[config.mk]
export PLATFORM = sky130hd
export DESIGN_NAME = pkt_page_alloc
export DESIGN_NICKNAME = d
export VERILOG_FILES = /design/src/rtl/pga_pkg.sv /design/src/rtl/pga_pkt_fifo.sv /design/src/rtl/pga_pkt_pool.sv /design/src/rtl/pga_page_map.sv /design/src/rtl/pkt_page_alloc.sv
export SDC_FILE = /design/constraint.sdc
export NUM_CORES = 1
export LEC_CHECK = 0
export BUFFER_PORTS_ARGS = -buffer_cell sky130_fd_sc_hd__buf_2
export CORE_MARGIN = 8
export CORE_UTILIZATION = 45
export CTS_CLUSTER_DIAMETER = 80
export CTS_CLUSTER_SIZE = 24
export DETAILED_ROUTE_END_ITERATION = 12
export PLACE_DENSITY = 0.66
export SLEW_MARGIN = 0
export SYNTH_ARGS = -nofsm -noshare
export SYNTH_HDL_FRONTEND = slang
export SYNTH_SLANG_ARGS = --single-unit
[constraint.sdc]
create_clock -name clk -period 21.1 [get_ports clk]
set_input_delay 3.165 -clock clk [delete_from_list [all_inputs] [get_ports clk]]
set_output_delay 3.165 -clock clk [all_outputs]
set_load 0.005 [all_outputs]
[src/rtl/pga_pkg.sv]
package pga_pkg;

    typedef enum logic [2:0] {
        OP_NOP      = 3'd0,
        OP_ALLOC    = 3'd1,
        OP_CLEAR    = 3'd2,
        OP_RX_DROP  = 3'd3,
        OP_RX_FREE  = 3'd4,
        OP_FREE     = 3'd5,
        OP_TX_QUEUE = 3'd6,
        OP_TX_CLEAR = 3'd7
    } op_e;

    localparam logic [7:0] RES_FAIL = 8'h80;

    typedef struct packed {
        logic       rx_none;
        logic [6:0] rx_pkt;
        logic       tx_none;
        logic [6:0] tx_pkt;
    } heads_t;

    function automatic op_e op_of(input logic [15:0] w);
        return op_e'(w[7:5]);
    endfunction

endpackage

[src/rtl/pga_pkt_fifo.sv]
module pga_pkt_fifo #(
    parameter int DEPTH = 8,
    parameter int W     = 3
) (
    input  logic         clk,
    input  logic         rst,
    input  logic         clr,
    input  logic         push,
    input  logic         pop,
    input  logic [W-1:0] din,
    output logic         empty,
    output logic         full,
    output logic [W-1:0] head
);
    localparam int AW = (DEPTH > 1) ? $clog2(DEPTH) : 1;
    localparam int CW = $clog2(DEPTH + 1);

    logic [W-1:0]  mem [DEPTH];
    logic [AW-1:0] rd_p, wr_p;
    logic [CW-1:0] cnt;
    logic          do_push, do_pop;

    function automatic logic [AW-1:0] step(input logic [AW-1:0] p);
        return (p == AW'(DEPTH - 1)) ? '0 : p + 1'b1;
    endfunction

    assign empty   = (cnt == '0);
    assign full    = (cnt == CW'(DEPTH));
    assign do_pop  = pop && !empty;
    assign do_push = push && (!full || do_pop);
    assign head    = empty ? '0 : mem[rd_p];

    always_ff @(posedge clk) begin
        if (do_push) mem[wr_p] <= din;
    end

    always_ff @(posedge clk) begin
        if (rst || clr) begin
            rd_p <= '0;
            wr_p <= '0;
            cnt  <= '0;
        end else begin
            if (do_push) wr_p <= step(wr_p);
            if (do_pop)  rd_p <= step(rd_p);
            cnt <= cnt + CW'(do_push) - CW'(do_pop);
        end
    end
endmodule

[src/rtl/pga_pkt_pool.sv]
module pga_pkt_pool #(
    parameter int NUM_PKTS = 8,
    parameter int PW       = 3
) (
    input  logic          clk,
    input  logic          rst,
    input  logic          clr,
    input  logic          take,
    input  logic          ret,
    input  logic [PW-1:0] ret_pkt,
    output logic          any_free,
    output logic [PW-1:0] first_free
);
    logic [NUM_PKTS-1:0] used;

    always_comb begin
        any_free   = 1'b0;
        first_free = '0;
        for (int i = NUM_PKTS - 1; i >= 0; i--) begin
            if (!used[i]) begin
                any_free   = 1'b1;
                first_free = PW'(i);
            end
        end
    end

    always_ff @(posedge clk) begin
        if (rst || clr) begin
            used <= '0;
        end else begin
            for (int i = 0; i < NUM_PKTS; i++) begin
                if (take && first_free == PW'(i))
                    used[i] <= 1'b1;
                else if (ret && ret_pkt == PW'(i))
                    used[i] <= 1'b0;
            end
        end
    end
endmodule

[src/rtl/pga_page_map.sv]
module pga_page_map #(
    parameter int NUM_PAGES = 16,
    parameter int PW        = 3,
    parameter int CW        = 5
) (
    input  logic          clk,
    input  logic          rst,
    input  logic          clr,
    input  logic          alloc_go,
    input  logic [CW-1:0] alloc_n,
    input  logic [PW-1:0] alloc_pkt,
    input  logic          rel_go,
    input  logic [PW-1:0] rel_pkt,
    output logic          busy,
    output logic          rel_done,
    output logic [PW-1:0] rel_tag,
    output logic [CW-1:0] free_cnt
);
    localparam int IW = (NUM_PAGES > 1) ? $clog2(NUM_PAGES) : 1;

    logic [NUM_PAGES-1:0] owned, grab;
    logic [PW-1:0]        owner [NUM_PAGES];
    logic [CW-1:0]        seen;
    logic [IW-1:0]        idx;
    logic                 active, hit;

    // Lowest free pages are claimed: a page is taken when fewer than
    // alloc_n free pages sit below it.
    always_comb begin
        seen = '0;
        grab = '0;
        for (int i = 0; i < NUM_PAGES; i++) begin
            if (!owned[i]) begin
                grab[i] = alloc_go && (seen < alloc_n);
                seen    = seen + 1'b1;
            end
        end
    end

    assign hit      = active && owned[idx] && (owner[idx] == rel_tag);
    assign busy     = active;
    assign rel_done = active && (idx == IW'(NUM_PAGES - 1));

    always_ff @(posedge clk) begin
        for (int i = 0; i < NUM_PAGES; i++)
            if (grab[i]) owner[i] <= alloc_pkt;
    end

    always_ff @(posedge clk) begin
        if (rst || clr) begin
            owned    <= '0;
            active   <= 1'b0;
            idx      <= '0;
            rel_tag  <= '0;
            free_cnt <= CW'(NUM_PAGES);
        end else begin
            for (int i = 0; i < NUM_PAGES; i++) begin
                if (grab[i])
                    owned[i] <= 1'b1;
                else if (hit && idx == IW'(i))
                    owned[i] <= 1'b0;
            end
            if (alloc_go)
                free_cnt <= free_cnt - alloc_n;
            else if (hit)
                free_cnt <= free_cnt + 1'b1;
            if (rel_go) begin
                active  <= 1'b1;
                idx     <= '0;
                rel_tag <= rel_pkt;
            end else if (active) begin
                if (idx == IW'(NUM_PAGES - 1))
                    active <= 1'b0;
                else
                    idx <= idx + 1'b1;
            end
        end
    end
endmodule

[src/rtl/pkt_page_alloc.sv]
module pkt_page_alloc #(
    parameter int NUM_PAGES = 16,
    parameter int NUM_PKTS  = 8
) (
    input  logic        clk,
    input  logic        rst,
    input  logic        cmd_valid,
    input  logic [15:0] cmd_word,
    input  logic [6:0]  pkt_sel,
    input  logic        rx_done,
    input  logic [6:0]  rx_pkt,
    input  logic        tx_sent,
    input  logic        tx_ack,
    output logic [7:0]  alloc_result,
    output logic        alloc_irq,
    output logic        busy,
    output logic [15:0] mem_info,
    output logic [15:0] queue_heads,
    output logic        tx_pend_empty,
    output logic [6:0]  tx_pend_pkt
);
    import pga_pkg::*;

    localparam int PW = (NUM_PKTS > 1) ? $clog2(NUM_PKTS) : 1;
    localparam int CW = $clog2(NUM_PAGES + 1);
    localparam int NW = (NUM_PAGES > 1) ? $clog2(NUM_PAGES) : 1;

    op_e           op;
    logic          live, clear, alloc_try, alloc_ok;
    logic [CW-1:0] need, free_cnt;
    logic          any_free;
    logic [PW-1:0] first_free, rel_tag, rel_pkt;
    logic          rel_go, rel_done;
    logic          rx_empty, rx_full, rx_pop;
    logic [PW-1:0] rx_head;
    logic          pend_full, pend_push;
    logic [PW-1:0] pend_head;
    logic          done_empty, done_full, tx_clr;
    logic [PW-1:0] done_head;
    heads_t        heads;

    assign op        = op_of(cmd_word);
    assign live      = cmd_valid && !busy;
    assign clear     = cmd_valid && (op == OP_CLEAR);
    assign need      = CW'(cmd_word[NW-1:0]) + 1'b1;
    assign alloc_try = live && (op == OP_ALLOC);
    assign alloc_ok  = alloc_try && any_free && (free_cnt >= need);
    assign rx_pop    = live && !rx_empty &&
                       ((op == OP_RX_DROP) || (op == OP_RX_FREE));
    assign rel_go    = live && (((op == OP_RX_FREE) && !rx_empty) ||
                                (op == OP_FREE));
    assign rel_pkt   = (op == OP_FREE) ? pkt_sel[PW-1:0] : rx_head;
    assign pend_push = live && (op == OP_TX_QUEUE);
    assign tx_clr    = clear || (live && (op == OP_TX_CLEAR));

    pga_page_map #(.NUM_PAGES(NUM_PAGES), .PW(PW), .CW(CW)) i_map (
        .clk(clk), .rst(rst), .clr(clear),
        .alloc_go(alloc_ok), .alloc_n(need), .alloc_pkt(first_free),
        .rel_go(rel_go), .rel_pkt(rel_pkt),
        .busy(busy), .rel_done(rel_done), .rel_tag(rel_tag),
        .free_cnt(free_cnt)
    );

    pga_pkt_pool #(.NUM_PKTS(NUM_PKTS), .PW(PW)) i_pool (
        .clk(clk), .rst(rst), .clr(clear),
        .take(alloc_ok), .ret(rel_done), .ret_pkt(rel_tag),
        .any_free(any_free), .first_free(first_free)
    );

    pga_pkt_fifo #(.DEPTH(NUM_PKTS), .W(PW)) i_rxq (
        .clk(clk), .rst(rst), .clr(clear),
        .push(rx_done), .pop(rx_pop), .din(rx_pkt[PW-1:0]),
        .empty(rx_empty), .full(rx_full), .head(rx_head)
    );

    pga_pkt_fifo #(.DEPTH(NUM_PKTS), .W(PW)) i_pendq (
        .clk(clk), .rst(rst), .clr(tx_clr),
        .push(pend_push), .pop(tx_sent), .din(pkt_sel[PW-1:0]),
        .empty(tx_pend_empty), .full(pend_full), .head(pend_head)
    );

    pga_pkt_fifo #(.DEPTH(NUM_PKTS), .W(PW)) i_doneq (
        .clk(clk), .rst(rst), .clr(tx_clr),
        .push(tx_sent && !tx_pend_empty), .pop(tx_ack), .din(pend_head),
        .empty(done_empty), .full(done_full), .head(done_head)
    );

    always_ff @(posedge clk) begin
        if (rst || clear) begin
            alloc_result <= RES_FAIL;
            alloc_irq    <= 1'b0;
        end else begin
            alloc_irq <= alloc_ok;
            if (alloc_try)
                alloc_result <= alloc_ok ? {1'b0, 7'(first_free)} : RES_FAIL;
        end
    end

    always_comb begin
        heads.rx_none = rx_empty;
        heads.rx_pkt  = 7'(rx_head);
        heads.tx_none = done_empty;
        heads.tx_pkt  = 7'(done_head);
    end

    assign queue_heads = heads;
    assign mem_info    = {8'(free_cnt), 8'(NUM_PAGES)};
    assign tx_pend_pkt = 7'(pend_head);
endmodule

==> After elaboration in Yosys (flattened, before gate mapping) <==
Memory sizes are Yosys's and may differ from the RTL's. A register that Yosys moved wholly into a read port is not among the register bits.
Cells that the tools add are included.
{ "totals": {"wordCells": 413, "ram_bits": 120, "in_bits": 36, "memories": 4, "reg_bits": 76, "out_inout_bits": 50} }
{ "mem_list": {"columns": ["name", "words", "word_bits", "rd", "rd_ports_with_merged_regs", "wr", "line", "source"], "rows": [
  ["i_map.owner", 16, 3, 1, 1, 16, "pga_page_map.sv:22", "logic [PW-1:0] owner [NUM_PAGES];"],
  ["i_doneq.mem", 8, 3, 1, 1, 1, "pga_pkt_fifo.sv:18", "logic [W-1:0] mem [DEPTH];"],
  ["i_pendq.mem", 8, 3, 1, 1, 1, "pga_pkt_fifo.sv:18", null],
  ["i_rxq.mem", 8, 3, 1, 1, 1, "pga_pkt_fifo.sv:18", null]
]} }
{ "classes": {"mux": 159, "order_cmp": 18, "n_addsub": 30, "n_eq_ne": 46, "n_reduce_logical": 116, "bitwise_logic": 1} }
{ "op_table": {"columns": ["op", "count"], "rows": [
  ["1-bit two-way mux", 115],
  ["5-bit two-way mux", 16],
  ["3-bit two-way mux", 24],
  ["5-bit by 1-bit adder with 5-bit output (second input constant)", 14],
  ["5-bit less-than comparator", 14],
  ["1-bit logical AND", 68],
  ["3-bit == test (second input constant)", 18],
  ["2-bit nonzero test", 25],
  ["4-bit == test (second input constant)", 11],
  ["3-bit by 1-bit adder with 3-bit output (second input constant)", 6],
  ["3-bit by 2-bit == test with 1-bit output (second input constant)", 6],
  ["4-bit by 3-bit == test with 1-bit output (second input constant)", 4],
  ["4-bit zero test", 4],
  ["4-bit by 1-bit adder with 4-bit output", 3],
  ["4-bit by 1-bit subtractor with 4-bit output", 3],
  ["3-bit by 1-bit == test with 1-bit output (second input constant)", 3],
  ["4-bit by 2-bit == test with 1-bit output (second input constant)", 2],
  ["1-bit logical OR", 8],
  ["4-bit two-way mux", 2],
  ["8-bit two-way mux", 1],
  ["1-bit zero test", 7],
  ["3-bit zero test", 2],
  ["4-bit by 1-bit adder with 5-bit output (second input constant)", 1],
  ["5-bit >= comparator", 1],
  ["other kinds (12)", 12]
]} }

==> Logic depth before layout (Yosys ltp) <==
{ "depth": {"word_depth": 34, "ltp_mapped": 48, "ltp_nobuf": 47} }

==> Modules after synthesis <==
A second synthesis with hierarchy kept.
{ "hier_totals": {"cells_unflattened": 1181, "area_unflattened_um2": 12949.9} }
{ "by_module_without_submodules": {"columns": ["module", "cells_each", "area_each_um2", "seq_area_each_um2", "instances"], "rows": [
  ["pga_page_map", 680, 6785.3, 2102.0, 1],
  ["pga_pkt_fifo", 117, 1646.6, 980.9, 3],
  ["pkt_page_alloc", 93, 748.2, 100.1, 1],
  ["pga_pkt_pool", 57, 476.7, 160.2, 1]
]} }

==> Least setup slack after synthesis <==
No wires, ideal clock.
{ "synth_path": {"path_kind": "register to register", "from": "register i_map.owned[0]", "to": "memory i_map.owner[15][0], enable pin", "setup_time_ns": 0.300, "n_path_buf": 2, "path_stages_with_launch": 47, "period_less_slack_ns": 9.285, "required_ns": 20.800, "t_arrival_ns": 8.985, "path_slack_ns": 11.815, "path_cell_list": "dfxtp_1 > inv_1 > ha_1 > buf_4 > xnor2_2 > ha_1 > clkbuf_1 > nor3b_1 > mux2_2 > a211oi_2 > ha_1 > or2_2 > and4_1 > a211oi_1 > xnor2_1 > a221oi_2 > ha_1 > nor2b_1 > [11 not listed] > a31oi_1 > nand2_1 > o21ai_0 > ha_1 > nand2b_1 > nand2_1 > ha_1 > mux2i_1 > inv_1 > ha_1 > nand2b_1 > xnor2_1 > ha_1 > a21o_1 > a21o_1 > a2111oi_0 > o21ai_0 > inv_1"} }
{ "synth_lines": {"columns": ["element", "line", "source"], "rows": [
  ["from (decl)", "pga_page_map.sv:21", "logic [NUM_PAGES-1:0] owned, grab;"],
  ["from (signal assigned)", "pga_page_map.sv:51", "owned <= '0;"],
  ["from (signal, indexed assignment)", "pga_page_map.sv:59", "owned[i] <= 1'b1;"],
  ["from (signal, indexed assignment)", "pga_page_map.sv:61", "owned[i] <= 1'b0;"],
  ["to (decl)", "pga_page_map.sv:22", null]
]} }

==> impl_metrics.xml <==
<?xml version="1.0" encoding="UTF-8"?>
<metrics>
  <group name="place">
    <metric name="place_hpwl" unit="µm">19050</metric>
    <metric name="place_congestion" unit="">0.8043</metric>
    <metric name="port_buffers" unit="">41</metric>
    <metric name="numPlacedInstances" unit="">1575</metric>
  </group>
  <group name="clock_network">
    <metric name="clkTransAtPathRegs" unit="ns">0.09</metric>
    <metric name="clock_insertion_delay_worst_skew" unit="ns">0.48</metric>
    <metric name="post-cts-setup-buffers" unit="">0</metric>
    <metric name="cts_tree" unit="">yes</metric>
    <metric name="cts_sinks" unit="">205</metric>
    <metric name="cts-hold-fix-buffers" unit="">0</metric>
    <metric name="maximum_buffer_depth_of_the_clock_tree" unit="">3</metric>
    <metric name="cts_made_buffers" unit="">13</metric>
    <metric name="number_of_levels_the_h_tree_was_split_into" unit="">1</metric>
    <metric name="cts_root_buf" unit="">sky130_fd_sc_hd__clkbuf_16</metric>
    <metric name="post_cts.resized_instances" unit="">0</metric>
  </group>
  <group name="final_layout">
    <metric name="finish.utilization" unit="%">48.54</metric>
    <metric name="flow.area_growth_from_synthesis" unit="%">6.786</metric>
    <metric name="layout.nets" unit="">1358</metric>
    <metric name="final_layout_size_suffix_gt1_share" unit="%">11.73</metric>
    <metric name="stdcell_count" unit="">1597</metric>
    <metric name="insertedDiodeCount" unit="">0</metric>
  </group>
  <group name="drt">
    <metric name="post_drt_via_cell_ratio" unit="">5.335</metric>
    <metric name="via_count" unit="">8520</metric>
    <metric name="postRouteAntennaNets" unit="">0</metric>
    <metric name="firstDrtPassIters" unit="">5</metric>
    <metric name="remaining_drc_errors" unit="">0</metric>
    <metric name="dr.first_iter.drc_count" unit="">498</metric>
    <metric name="routed_wire_length_per_instance" unit="µm">16.17</metric>
    <metric name="wl" unit="µm">25830</metric>
  </group>
  <group name="timing">
    <metric name="holdWs" unit="ns">0.4848</metric>
    <metric name="fin_crit_sh" unit="%">52.30</metric>
    <metric name="unrepaired_setup_endpoints_after_global_routing" unit="">no</metric>
    <metric name="worst_pin_slew" unit="ns">1.094</metric>
    <metric name="sum_of_negative_setup_slack" unit="ns">0</metric>
    <metric name="report.final.hold_viol_count" unit="">0</metric>
    <metric name="final_max_slew_viol_count" unit="">0</metric>
    <metric name="fin_worst_skew" unit="ns">0.01851</metric>
    <metric name="relSlewSlack" unit="%">26.80</metric>
    <metric name="finalSetupViolations" unit="">0</metric>
    <metric name="finalWorstPathRequiredPeriod" unit="ns">11.04</metric>
    <metric name="max_freq" unit="GHz">0.09062</metric>
  </group>
  <group name="power">
    <metric name="power-per-cell-area" unit="mW/mm²">157.7</metric>
    <metric name="cellLeakagePower" unit="nW">5.067</metric>
    <metric name="ir_drop" unit="mV">0.1772</metric>
  </group>
  <group name="worst_setup_path">
    <metric name="timing.critical_path.to" unit="">i_map.owner[15][0]$_DFFE_PP_</metric>
    <metric name="crit_required" unit="ns">21.28</metric>
    <metric name="worst_setup_path_end_kind" unit="">flop</metric>
    <metric name="worstReg2RegEnd" unit="">i_map.owner[15][0]$_DFFE_PP_</metric>
    <metric name="worst-path-max-fanout" unit="">19</metric>
    <metric name="crit_path_start_kind" unit="">flop</metric>
    <metric name="timing.reg2reg.setup_slack" unit="ns">10.06</metric>
    <metric name="critical_path.max_stage_delay" unit="ns">0.56</metric>
    <metric name="reg2regPathDepth" unit="">45</metric>
    <metric name="crit_path_top_delay_cell" unit="">sky130_fd_sc_hd__ha_1</metric>
    <metric name="critical_path_class" unit="">reg -&gt; reg</metric>
    <metric name="critPathArrivalTime" unit="ns">11.22</metric>
    <metric name="rr_startpoint" unit="">i_map.owned[0]$_SDFFE_PP0P_</metric>
    <metric name="critPathMostFrequentCell" unit="">sky130_fd_sc_hd__ha_1</metric>
    <metric name="setup.worst_path.start" unit="">i_map.owned[0]$_SDFFE_PP0P_</metric>
  </group>
  <group name="synth">
    <metric name="yosys_most_used_dff" unit="">sky130_fd_sc_hd__edfxtp_1</metric>
    <metric name="synth_cell_type_count" unit="">76</metric>
    <metric name="ys_async_sr_fraction" unit="%">0</metric>
    <metric name="yosys_warnings" unit="">0</metric>
    <metric name="ys_seq_elements" unit="">205</metric>
    <metric name="synth-seq-area-share" unit="%">42.13</metric>
    <metric name="postSynthAreaPerCell" unit="µm²">10.54</metric>
    <metric name="synth_edf_count" unit="">120</metric>
    <metric name="postSynthCellCount" unit="">1195</metric>
    <metric name="synth.cell_area" unit="mm²">0.01259</metric>
  </group>
  <group name="global_routing">
    <metric name="global_route.usage.met3" unit="%">1.682</metric>
    <metric name="groute.usage.overall" unit="%">15.20</metric>
    <metric name="grt_antenna_before_repair" unit="">0</metric>
    <metric name="globalRouteOverflowTotal" unit="">0</metric>
    <metric name="grt.met1_usage" unit="%">20.75</metric>
    <metric name="grt_pass1_wl" unit="µm">42110</metric>
    <metric name="vias_in_the_first_global_route" unit="">8160</metric>
    <metric name="grt_start_max_net_pins" unit="">46</metric>
    <metric name="m2_gr_usage" unit="%">25.95</metric>
    <metric name="grt_busiest_layer" unit="">met2</metric>
  </group>
  <group name="hold_path">
    <metric name="worst_hold_path_type" unit="">reg -&gt; reg</metric>
  </group>
  <group name="floorplan">
    <metric name="fp.dieArea" unit="mm²">0.03359</metric>
    <metric name="initial_utilization" unit="%">45.45</metric>
    <metric name="rows" unit="">61</metric>
    <metric name="floorplan.die.width" unit="µm">183.3</metric>
    <metric name="io_pins" unit="">86</metric>
    <metric name="design.core.area" unit="mm²">0.02771</metric>
    <metric name="overall_die_height" unit="µm">183.3</metric>
  </group>
  <group name="job">
    <metric name="cap_viol_max_count" unit="">0</metric>
  </group>
  <group name="status">
    <metric name="status" unit="">finished, final reports clean</metric>
  </group>
</metrics>
-- cells by family (layout without fill, tap and decap cells) --
family / after synthesis / count (layout) / synth area share [%]
flops: 205 / 205 / 42.13
xor+xnor: 76 / 76 / 7.173
compound gates: 207 / 207 / 10.58
mux: 60 / 60 / 8.554
simple gates: 385 / 385 / 14.77
buf+inv: 149 / 146 / 5.484
fa+ha+maj: 111 / 111 / 11.25
other cells: 2 / 29 / 0.05963
-- cell usage after synthesis, types with 5 or more instances --
master / number / area (µm²)
sky130_fd_sc_hd__nand3b_1: 7 / 52.55
sky130_fd_sc_hd__nand3_1: 22 / 110.1
sky130_fd_sc_hd__mux4_2: 38 / 855.8
sky130_fd_sc_hd__o21ai_0: 41 / 205.2
sky130_fd_sc_hd__and2_1: 6 / 37.54
sky130_fd_sc_hd__buf_4: 33 / 247.7
sky130_fd_sc_hd__xor2_1: 21 / 183.9
sky130_fd_sc_hd__a21o_1: 16 / 120.1
sky130_fd_sc_hd__nand2b_1: 35 / 219.0
sky130_fd_sc_hd__nor3_1: 25 / 125.1
sky130_fd_sc_hd__mux2i_1: 21 / 210.2
sky130_fd_sc_hd__clkbuf_1: 37 / 138.9
sky130_fd_sc_hd__nand4_1: 10 / 62.56
sky130_fd_sc_hd__buf_2: 5 / 25.02
sky130_fd_sc_hd__ha_1: 106 / 1326
sky130_fd_sc_hd__xnor2_1: 35 / 306.5
sky130_fd_sc_hd__nand2_1: 92 / 345.3
sky130_fd_sc_hd__o21a_1: 15 / 112.6
sky130_fd_sc_hd__a2111oi_0: 7 / 61.31
sky130_fd_sc_hd__inv_1: 69 / 259.0
sky130_fd_sc_hd__a311oi_1: 8 / 70.07
sky130_fd_sc_hd__a211oi_1: 12 / 90.09
sky130_fd_sc_hd__xnor2_2: 6 / 97.59
sky130_fd_sc_hd__xnor3_1: 6 / 135.1
sky130_fd_sc_hd__a21oi_1: 65 / 325.3
sky130_fd_sc_hd__or2_2: 6 / 37.54
sky130_fd_sc_hd__nor2_1: 129 / 484.2
sky130_fd_sc_hd__and3_1: 6 / 37.54
sky130_fd_sc_hd__a31oi_1: 11 / 68.82
sky130_fd_sc_hd__nor2b_1: 19 / 118.9
sky130_fd_sc_hd__edfxtp_1: 120 / 3603
sky130_fd_sc_hd__dfxtp_1: 85 / 1702
sky130_fd_sc_hd__nor3b_1: 9 / 67.56
-- state kept, by name, summed over array words and instances (netlist names), 4 cells and up, named ones only --
register and cells:
i_pendq.cnt 4, alloc_result 4, i_doneq.cnt 4, i_pendq.mem 24, i_map.free_cnt 5, i_rxq.mem 24
i_map.idx 4, i_doneq.mem 24, i_map.owner 48, i_pool.used 8, i_map.owned 16, i_rxq.cnt 4
-- power by group --
group	switching [W]	internal, W
clock network	0.000135	0.000120
logic	0.000738	0.000621
registers	0.0000347	0.000472
-- per-layer routing --
layer	up-vias	part of all wire, %
li1	4264	-
met1	4099	48
met2	133	48
met3	24	3.1
met4	0	1.3
met5	-	0
-- critical path: cells and delay by family, from the launching register on --
family | cells | cell delay (ns)
compound gates | 14 | 3.58
xor+xnor | 4 | 0.93
fa+ha+maj | 9 | 3.01
buf+inv | 4 | 0.52
flops | 1 | 0.45
mux | 3 | 0.68
simple gates | 11 | 1.59
-- worst min path at each step --
stage	slack, ns	endpoint	depth (start not counted)	start
floorplan	0.45	alloc_result[2]$_SDFFE_PP0P_	2	alloc_result[2]$_SDFFE_PP0P_
global placement	0.47	alloc_result[2]$_SDFFE_PP0P_	2	alloc_result[2]$_SDFFE_PP0P_
detailed placement	0.47	i_pendq.rd_p[2]$_SDFFE_PP0P_	2	i_pendq.rd_p[2]$_SDFFE_PP0P_
CTS	0.49	i_pendq.rd_p[2]$_SDFFE_PP0P_	2	i_pendq.rd_p[2]$_SDFFE_PP0P_
global route	0.51	alloc_result[2]$_SDFFE_PP0P_	2	alloc_result[2]$_SDFFE_PP0P_
finish	0.48	i_pendq.rd_p[2]$_SDFFE_PP0P_	2	i_pendq.rd_p[2]$_SDFFE_PP0P_
-- stage by stage --
stage / worst slack [ns] / power (W) / cell area (µm²)
4_1_cts: 10.17 / 0.002133 / 13450
2_1_floorplan: 11.82 / 0.001621 / 12690
5_1_grt: 9.215 / 0.002341 / 13450
3_3_place_gp: 10.36 / 0.001839 / 13050
3_5_place_dp: 10.20 / 0.001873 / 13050
6_report: 10.06 / 0.002121 / 13450
-- cells in the final DEF (no fill, tap or decap), drive strengths merged, types with 29 or more instances in the layout --
| cell | netlist | final |
|---|---|---|
| a21oi | 65 | 65 |
| buf | 41 | 53 |
| conb | 2 | 29 |
| dfxtp | 85 | 85 |
| edfxtp | 120 | 120 |
| ha | 106 | 106 |
| inv | 70 | 73 |
| mux4 | 38 | 38 |
| nand2 | 93 | 93 |
| nand2b | 35 | 35 |
| nor2 | 129 | 129 |
| o21ai | 41 | 41 |
| xnor2 | 44 | 44 |
-- layout make-up --
| cell class | instances | area, µm² |
|---|---|---|
| fill | 2576 | 14260 |
| clock buffer | 17 | 340.3 |
| inverter | 71 | 267.8 |
| tap | 378 | 473.0 |
| timing repair buffer | 53 | 295.3 |
| sequential | 205 | 5305 |
| multi-input combinational | 868 | 6713 |
| clock inverter | 5 | 53.80 |
(Power assumes the default switching activity.)
